$ cat src/rtl/tps_pkg.sv
package tps_pkg;
    localparam int PIX_W      = 8;
    localparam int BLK        = 16;
    localparam int ROWS       = 16;
    localparam int HALF_ROWS  = ROWS / 2;
    localparam int ROW_W      = PIX_W * BLK;
    localparam int PAIR_W     = 2 * ROW_W;
    localparam int ROW_SAD_W  = PIX_W + $clog2(BLK);
    localparam int SAD_W      = 16;
    localparam int MV_W       = 8;
    localparam int CNT_W      = 16;
    localparam int R_IDX_W    = $clog2(ROWS);
    localparam int H_IDX_W    = $clog2(HALF_ROWS);
    localparam int MAX_SAD    = ROWS * BLK * ((1 << PIX_W) - 1);

    typedef logic [PIX_W-1:0]     pix_t;
    typedef logic [ROW_W-1:0]     row_t;
    typedef logic [SAD_W-1:0]     sad_t;
    typedef logic [ROW_SAD_W-1:0] rsad_t;
    typedef logic [CNT_W-1:0]     cnt_t;

    typedef struct packed {
        logic [MV_W-1:0] x;
        logic [MV_W-1:0] y;
    } mv_t;

    typedef enum logic [1:0] {
        ST_LOAD,
        ST_SEARCH,
        ST_DRAIN
    } mode_e;

    // State of the odd-row (second-half) sequencer
    typedef struct packed {
        logic               act;
        logic [H_IDX_W-1:0] row;
        sad_t               acc;
        mv_t                mv;
        logic               last;
    } p2_state_t;

    function automatic pix_t abs_diff(input pix_t a, input pix_t b);
        return (a > b) ? (a - b) : (b - a);
    endfunction

    function automatic sad_t widen(input rsad_t v);
        return sad_t'(v);
    endfunction
endpackage

$ cat src/rtl/tps_row_sad.sv
module tps_row_sad import tps_pkg::*; #(
    parameter int NPIX  = BLK,
    parameter int SUM_W = PIX_W + $clog2(NPIX)
) (
    input  logic [PIX_W*NPIX-1:0] ref_row,
    input  logic [PIX_W*NPIX-1:0] cur_row_i,
    output logic [SUM_W-1:0]      row_sum
);
    pix_t diff [NPIX];

    for (genvar g = 0; g < NPIX; g++) begin : g_pix
        assign diff[g] = abs_diff(ref_row[g*PIX_W +: PIX_W], cur_row_i[g*PIX_W +: PIX_W]);
    end

    always_comb begin
        row_sum = '0;
        for (int i = 0; i < NPIX; i++) begin
            row_sum = row_sum + SUM_W'(diff[i]);
        end
    end
endmodule

$ cat src/rtl/tps_row_bank.sv
module tps_row_bank import tps_pkg::*; #(
    parameter int DEPTH = ROWS,
    parameter int N_RD  = 1,
    parameter int IDX_W = $clog2(DEPTH)
) (
    input  logic                       clk,
    input  logic                       we,
    input  logic [IDX_W-1:0]           wr_idx,
    input  row_t                       wr_row,
    input  logic [N_RD-1:0][IDX_W-1:0] rd_idx,
    output row_t [N_RD-1:0]            rd_row
);
    row_t mem [DEPTH];

    always_ff @(posedge clk) begin
        if (we) begin
            mem[wr_idx] <= wr_row;
        end
    end

    for (genvar p = 0; p < N_RD; p++) begin : g_rd
        assign rd_row[p] = mem[rd_idx[p]];
    end
endmodule

$ cat src/rtl/tps_best_track.sv
module tps_best_track import tps_pkg::*; (
    input  logic clk,
    input  logic rst,
    input  logic clear,
    input  logic p1_end,
    input  logic p1_last,
    input  sad_t partial,
    input  logic p2_fin,
    input  logic p2_last,
    input  mv_t  p2_mv,
    input  sad_t full,
    output logic pass,
    output logic search_end,
    output logic done,
    output sad_t best_sad,
    output mv_t  best_mv,
    output cnt_t skip_count
);
    sad_t min_q;
    mv_t  run_mv_q;
    logic eff_hit;
    sad_t eff_min;
    mv_t  eff_mv;

    // A full result finishing this cycle is forwarded to the even-row compare
    assign eff_hit    = p2_fin && (full < min_q);
    assign eff_min    = eff_hit ? full  : min_q;
    assign eff_mv     = eff_hit ? p2_mv : run_mv_q;
    assign pass       = partial < eff_min;
    assign search_end = (p2_fin && p2_last) || (p1_end && !pass && p1_last);

    always_ff @(posedge clk) begin
        if (rst) begin
            min_q      <= '1;
            run_mv_q   <= '0;
            done       <= 1'b0;
            best_sad   <= '0;
            best_mv    <= '0;
            skip_count <= '0;
        end else begin
            done <= search_end;
            if (clear || search_end) begin
                min_q    <= '1;
                run_mv_q <= '0;
            end else if (eff_hit) begin
                min_q    <= full;
                run_mv_q <= p2_mv;
            end
            if (search_end) begin
                best_sad <= eff_min;
                best_mv  <= eff_mv;
            end
            if (clear) begin
                skip_count <= '0;
            end else if (p1_end && !pass) begin
                skip_count <= skip_count + 1'b1;
            end
        end
    end
endmodule

$ cat src/rtl/two_phase_sad_engine.sv
module two_phase_sad_engine import tps_pkg::*; (
    input  logic              clk,
    input  logic              rst,
    input  logic              cur_valid,
    output logic              cur_ready,
    input  logic [ROW_W-1:0]  cur_row,
    input  logic              cand_valid,
    output logic              cand_ready,
    input  logic [PAIR_W-1:0] cand_pair,
    input  logic [MV_W-1:0]   cand_mv_x,
    input  logic [MV_W-1:0]   cand_mv_y,
    input  logic              cand_last,
    output logic              done,
    output logic [MV_W-1:0]   best_mv_x,
    output logic [MV_W-1:0]   best_mv_y,
    output logic [SAD_W-1:0]  best_sad,
    output logic [CNT_W-1:0]  skip_count
);
    mode_e              mode_q;
    logic [R_IDX_W-1:0] cur_idx_q;
    logic [H_IDX_W-1:0] beat_q;
    sad_t               acc1_q;
    p2_state_t          p2_q;

    logic cur_fire, cand_fire, load_done, p1_end, p2_fin, pass, search_end;
    sad_t partial, full;
    rsad_t even_sad, odd_sad;
    mv_t   cand_mv, best_mv;

    logic [1:0][R_IDX_W-1:0] cur_rd_idx;
    row_t [1:0]              cur_rd_row;
    logic [0:0][H_IDX_W-1:0] odd_rd_idx;
    row_t [0:0]              odd_rd_row;

    assign cur_ready  = (mode_q == ST_LOAD);
    assign cand_ready = (mode_q == ST_SEARCH);
    assign cur_fire   = cur_valid && cur_ready;
    assign cand_fire  = cand_valid && cand_ready;
    assign load_done  = cur_fire && (cur_idx_q == R_IDX_W'(ROWS - 1));
    assign p1_end     = cand_fire && (beat_q == H_IDX_W'(HALF_ROWS - 1));
    assign p2_fin     = p2_q.act && (p2_q.row == H_IDX_W'(HALF_ROWS - 1));
    assign cand_mv    = '{x: cand_mv_x, y: cand_mv_y};

    assign cur_rd_idx[0] = {beat_q, 1'b0};
    assign cur_rd_idx[1] = {p2_q.row, 1'b1};
    assign odd_rd_idx[0] = p2_q.row;

    tps_row_bank #(.DEPTH(ROWS), .N_RD(2)) u_cur_bank (
        .clk    (clk),
        .we     (cur_fire),
        .wr_idx (cur_idx_q),
        .wr_row (cur_row),
        .rd_idx (cur_rd_idx),
        .rd_row (cur_rd_row)
    );

    // Odd rows of the candidate in flight, kept for the second half
    tps_row_bank #(.DEPTH(HALF_ROWS), .N_RD(1)) u_odd_bank (
        .clk    (clk),
        .we     (cand_fire),
        .wr_idx (beat_q),
        .wr_row (cand_pair[PAIR_W-1:ROW_W]),
        .rd_idx (odd_rd_idx),
        .rd_row (odd_rd_row)
    );

    tps_row_sad #(.NPIX(BLK)) u_even_sad (
        .ref_row   (cand_pair[ROW_W-1:0]),
        .cur_row_i (cur_rd_row[0]),
        .row_sum   (even_sad)
    );

    tps_row_sad #(.NPIX(BLK)) u_odd_sad (
        .ref_row   (odd_rd_row[0]),
        .cur_row_i (cur_rd_row[1]),
        .row_sum   (odd_sad)
    );

    assign partial = acc1_q + widen(even_sad);
    assign full    = p2_q.acc + widen(odd_sad);

    tps_best_track u_track (
        .clk        (clk),
        .rst        (rst),
        .clear      (load_done),
        .p1_end     (p1_end),
        .p1_last    (cand_last),
        .partial    (partial),
        .p2_fin     (p2_fin),
        .p2_last    (p2_q.last),
        .p2_mv      (p2_q.mv),
        .full       (full),
        .pass       (pass),
        .search_end (search_end),
        .done       (done),
        .best_sad   (best_sad),
        .best_mv    (best_mv),
        .skip_count (skip_count)
    );

    assign best_mv_x = best_mv.x;
    assign best_mv_y = best_mv.y;

    always_ff @(posedge clk) begin
        if (rst) begin
            mode_q    <= ST_LOAD;
            cur_idx_q <= '0;
            beat_q    <= '0;
            acc1_q    <= '0;
        end else begin
            if (cur_fire) begin
                cur_idx_q <= cur_idx_q + 1'b1;
            end
            if (cand_fire) begin
                beat_q <= beat_q + 1'b1;
                acc1_q <= p1_end ? '0 : partial;
            end
            unique case (mode_q)
                ST_LOAD:   if (load_done) mode_q <= ST_SEARCH;
                ST_SEARCH: if (p1_end && cand_last) mode_q <= search_end ? ST_LOAD : ST_DRAIN;
                ST_DRAIN:  if (search_end) mode_q <= ST_LOAD;
                default:   mode_q <= ST_LOAD;
            endcase
        end
    end

    always_ff @(posedge clk) begin
        if (rst) begin
            p2_q <= '0;
        end else if (p1_end && pass) begin
            p2_q <= '{act: 1'b1, row: '0, acc: partial, mv: cand_mv, last: cand_last};
        end else if (p2_fin) begin
            p2_q.act <= 1'b0;
        end else if (p2_q.act) begin
            p2_q.row <= p2_q.row + 1'b1;
            p2_q.acc <= full;
        end
    end
endmodule

$ cat config.mk
export PLATFORM = sky130hd
export DESIGN_NAME = two_phase_sad_engine
export DESIGN_NICKNAME = d
export VERILOG_FILES = /design/src/rtl/tps_pkg.sv /design/src/rtl/tps_row_sad.sv /design/src/rtl/tps_row_bank.sv /design/src/rtl/tps_best_track.sv /design/src/rtl/two_phase_sad_engine.sv
export SDC_FILE = /design/constraint.sdc
export NUM_CORES = 2
export LEC_CHECK = 0
export ABC_AREA = 1
export BUFFER_PORTS_ARGS = -buffer_cell sky130_fd_sc_hd__buf_2
export CAP_MARGIN = 20
export CORE_ASPECT_RATIO = 1.75
export CORE_MARGIN = 8
export CORE_UTILIZATION = 35
export DETAILED_ROUTE_END_ITERATION = 12
export PLACE_DENSITY = 0.59
export SYNTH_ARGS = -nofsm -noshare
export SYNTH_HDL_FRONTEND = slang
export SYNTH_SLANG_ARGS = --single-unit
$ cat constraint.sdc
create_clock -name clk -period 17.3 [get_ports clk]
set_input_delay 2.595 -clock clk [delete_from_list [all_inputs] [get_ports clk]]
set_output_delay 2.595 -clock clk [all_outputs]
set_load 0.05 [all_outputs]
Yosys cells after proc, flatten, opt, wreduce, memory -nomap -nowiden:

Memory sizes are Yosys's and may differ from the RTL's. A register that Yosys moved wholly into a read port is not among the register bits.
Index checks and enable logic that the tools add are counted.

* latch bits: 0
* bits in registers: 143
* input bits: 405
* logic and storage cells: 241
* RAM bits: 3072
* memories kept: 2
* memory bits (read-only): 0

* equal/unequal tests: 9
* bitwise logic cells: 1
* add/sub/neg operators: 100
* $lt $le $gt $ge: 34
* divide/modulo/power cells: 0
* reductions and logical operators: 23
* $mul: 0
* multiplexer cells: 54
* shift-type cells: 0

Memory list
* u_cur_bank.mem: depth 16, bits a word 128, rd ports 2, clocked after memory_dff 2, write ports 1, RTL line tps_row_bank.sv:13 `row_t mem [DEPTH];`
* u_odd_bank.mem: depth 8, bits a word 128, rd ports 1, clocked after memory_dff 1, write ports 1, RTL line tps_row_bank.sv:13

Operator list (number)
* $sub A8 B8 Y8: 64
* $add A12 B8 Y12: 28
* $gt A8 B8 Y1: 32
* $mux W8: 32
* $mux W16: 3
* $mux W19: 2
* $add A16 B12 Y16: 2
* $lt A16 B16 Y1: 2
* $mux W20: 1
* $add A8 B8 Y9: 2
* $add A16 B1 Y16 const B: 1
* $mux W4: 4
* $logic_and A1 B1 Y1: 11
* $mux W2: 4
* $add A3 B1 Y3 const B: 2
* $eq A3 B3 Y1 const B: 2
* $mux W3: 2
* $pmux W2 S3: 1
* $reduce_or A2 Y1: 3
* $mux W1: 5
* $add A4 B1 Y4 const B: 1
* $eq A4 B4 Y1 const B: 1
* $ne A2 B1 Y1 const B: 2
* $ne A2 B2 Y1 const B: 2
* other kinds (9): 12

Longest topological paths before layout:

* depth after elaboration: 29
* depth in mapped cells: 84
* mapped depth without buffers: 76

By module:

From an unflattened synthesis, not the netlist that was laid out.

* cells, all modules: 23640
* area total of the unflattened synthesis: 191561.2 um^2

By module, submodules not included
* tps_row_bank at u_cur_bank: area each 105991.7 um^2, cells each 12613, instances 1, sequential area each 61499.0 um^2
* tps_row_bank at u_odd_bank: area each 44515.2 um^2, cells each 4442, instances 1, sequential area each 30749.5 um^2
* tps_row_sad at u_odd_sad: area each 16269.4 um^2, cells each 2675, instances 1, sequential area each 0.0 um^2
* tps_row_sad at u_even_sad: area each 16124.2 um^2, cells each 2618, instances 1, sequential area each 0.0 um^2
* tps_best_track: area each 4520.6 um^2, cells each 652, instances 1, sequential area each 1621.6 um^2
* two_phase_sad_engine: area each 4140.2 um^2, cells each 640, instances 1, sequential area each 1241.2 um^2

Least setup slack after synthesis:

OpenSTA, ideal clock, no wires.

* path kind: register -> register
* start: register with a tool-made name
* end: register with a tool-made name
* cell stages (with the launch flop): 79
* library setup time: 0.121 ns
* setup slack: 4.180 ns
* arrival time: 13.000 ns
* cells stage by stage: dfxtp_1 -> clkbuf_1 -> buf_2 -> clkinv_1 -> clkbuf_1 -> clkbuf_1 -> clkbuf_1 -> nor2_1 -> o22ai_1 -> nand2_1 -> o21ai_0 -> ha_1 -> inv_1 -> fa_1 -> inv_1 -> o21ai_0 -> nand2_1 -> nand3_1 -> [... 43 more ...] -> nor2_2 -> nand2_2 -> inv_1 -> clkbuf_1 -> nand2_1 -> o21ai_0 -> inv_1 -> ha_1 -> nand2_1 -> inv_2 -> nand3_1 -> a31oi_1 -> a2111oi_2 -> nand3_1 -> buf_2 -> buf_2 -> nand2_1 -> a21oi_1

==> key figures <==
Global routing
  • Vias in the first global route: 99222
  • Initial antenna violation count: 205
  • Global-route wire length before repair: approximately 660000 um
  • Global Route Usage Sum: 19.2%
  • GRT overflow: 0
  • Largest net degree at the start of global routing: 192

Route
  • Vias per std cell: 5.25
  • DRC viols: 0
  • Initial DRC count: 8205
  • First-pass detailed-route iteration total: 6
  • Antenna Violating Nets Remaining: 0
  • Final WL: 457000 um
  • DR WL/cell: 23.5 um
  • Via count: 101886

Timing
  • Final Hold Vio Count: 0
  • Slew of the pin with the lowest slew margin: 1.42 ns
  • Worst Skew: slightly below 0.05 ns
  • Final min period: between 15 and 20 ns
  • Setup TNS: 0 ns
  • FMAX: ~63 MHz
  • Hold_ws: 0.470 ns
  • Final setup violation count: 0
  • Slew HR: under 10%
  • Fin crit share: 92.2%
  • Unrepaired setup endpoints after global routing: no
  • Slew Limit Fails: 0

Layout
  • P&R area growth vs syn: 12.6%
  • Post-route cell area: 170000 um2
  • Fin nets: 14740
  • Layout cells sized above 1: 8.53%
  • Fin cells: 19414
  • Fillers: around 41000

Floorplan
  • Die area: about 450000 um2
  • Num rows: 319
  • Die Wd: 513 um
  • Die height: 886 um
  • Initial core utilization: about a third
  • I/O pins: 456
  • CORE AREA: between 400000 and 500000 um2

Synth
  • Netlist cell types: 54
  • Largest cells by area after synthesis: edfxtp_1 (61%), o21ai_0 (6.2%), ha_1 (5.0%)
  • Syn_nets: 14436
  • Post-synth EDFFs: roughly 3100
  • Largest area contributor in the netlist: edfxtp_1
  • Synth Instances: 13162
  • Sequential fraction of the synthesis area: a little over three fifths
  • Synth Cell Area: approximately 150000 um2
  • Mapped Avg Cell Area: 11.5 um2
  • Yosys warning count: 0
  • Synth Register Bits: ~3200
  • Top-area cell type share of the netlist area: 61.0%
  • Top_reg_cell synth: edfxtp_1
  • Top-count cell post-synth: edfxtp_1
  • Top cell types by occurrence after synthesis: edfxtp_1 (3072), nor2_1 (1986), o21ai_0 (1876)
  • Asr flop ratio synth: 0%

Flow run
  • Max-cap violations: 0

Clock tree
  • Clock Path Buffers: 4
  • Clock sink total: 3221
  • CTS Hold Bufs: 0
  • Worst-Skew Late Latency: 0.91 ns
  • Root buf cell: clkbuf_16
  • Cts bufs inserted: between 300 and 400
  • Reg clk slew, reported paths: 0.06 ns
  • Max H-tree Level: 5
  • CTS tree: yes

Critical path
  • WS Path Type: reg2reg
  • CP most frequent cell: inv_1
  • Worst Path Required: 18.06 ns
  • Critical path's slowest cell: fa_1
  • Slowest stage delay, CP: 0.78 ns
  • Crit end category: flop
  • Buffer and inverter count on the worst path: 13
  • Startpoint types: flop
  • Max FO, Critical Path: between 90 and 100
  • Critical path arrival: 16.72 ns
  • CP delay by family, top: adder cells

Run status
  • Outcome: complete, no violations

Place
  • Routability cong.: 0.916
  • Post-Place Cells: roughly 19000
  • Number of port buffers: 455
  • Placed cell area: 160000 um2
  • HPWL after detailed placement: between 300000 and 400000 um

Hold path
  • Hold Crit Class: reg2reg
==> final cells by class <==
cell class / instances / area (um2) / area share (%)
diodes: 98 / 245 / 0.144
clock inverters: 177 / 1710 / 1.00
repair buffers: 655 / 4250 / 2.50
clock buffers: 362 / 8000 / 4.70
well taps: 5617 / 7030 / 4.13
multi-input cells: 7841 / 48300 / 28.4
flip-flops and latches: 3221 / 95200 / 55.9
inverters: 1443 / 5460 / 3.21
==> state kept, by name, indices dropped and copies added (netlist names), named ones only <==
register,flops
cur_idx_q,4
odd_rd_idx,3
u_track.best_mv,16
u_track.skip_count,16
u_odd_bank.mem,1024
beat_q,3
mode_q,2
u_track.run_mv_q,16
u_track.done,1
acc1_q,16
u_cur_bank.mem,2048
u_track.min_q,16
u_track.best_sad,16
p2_q,34
==> per-stage QoR <==
| step | setup slack [ns] | util, % |
|---|---|---|
| after floorplan | 4.18 | - |
| after global placement | 1.34 | 37.2 |
| after detailed placement | 1.21 | 37.2 |
| after CTS | 1.20 | 39.5 |
| after global routing | 0.271 | 39.5 |
| final | 1.35 | 39.5 |
==> final timing paths <==
| path | from | end | slack (ns) | depth (start not counted) |
|---|---|---|---|---|
| worst min-delay path | p2_q[7] | p2_q[7] | 0.47 | 2 |
| worst max register to register | flop | u_track.run_mv_q[15] | 1.35 | 66 |
| worst min register to register | p2_q[7] | p2_q[7] | 0.47 | 2 |
| worst max-delay path | flop | u_track.run_mv_q[15] | 1.35 | 66 |
==> routing by layer <==
layer,track usage [%],part of all wire [%],up-vias
li1,-,-,46992
met1,22.7,39,50937
met2,34.0,50,2956
met3,3.58,6.3,893
met4,8.42,4.8,108
met5,0,0.15,-
==> placed cells by master (no fill, tap or decap), types with 42 or more instances in the layout <==
master,n
edfxtp_1,3072
nor2_1,1961
o21ai_0,1869
inv_1,1429
nand2_1,1066
ha_1,599
o22ai_1,499
buf_2,455
a21oi_1,380
clkbuf_16,312
fa_1,270
o32ai_1,240
xor2_1,187
buf_4,160
dfxtp_1,143
nand3_1,104
mux2i_1,102
diode_2,98
xnor2_1,74
clkinv_1,62
o221ai_1,58
a21o_1,51
clkbuf_1,50
nand4_1,48
clkinv_2,48
nand3b_1,44
nor3_1,42
==> repair_timing <==
item	in CTS	in global routing
resized for setup	0	1
setup endpoints to repair	0	16
setup buffers	0	0
==> logic make-up (layout without fill, tap and decap cells) <==
kind of cell               count (synthesis)  in the layout  synth area share, %
other                                      0             98                    0
buffers and inverters                   2101           2637                 5.24
muxes                                    107            107                0.712
DFF                                     3221           3221                 63.0
xor gates and xnor gates                 261            261                 1.51
adders and majority gates                869            869                 8.53
AOI/OAI and AO/OA                       3272           3272                 12.4
and+or+nand+nor                         3331           3332                 8.70
==> worst register-to-register path: cells and delay by family, from the launching register on <==
family | cells | cell delay [ns]
compound gates | 16 | 3.35
xor+xnor | 4 | 1.00
fa+ha+maj | 12 | 5.34
buf+inv | 13 | 2.49
flops | 1 | 0.50
simple gates | 21 | 3.17
Power is not shown: default switching activity piles up to over one toggle a cycle in this logic, so the estimate is an artifact.
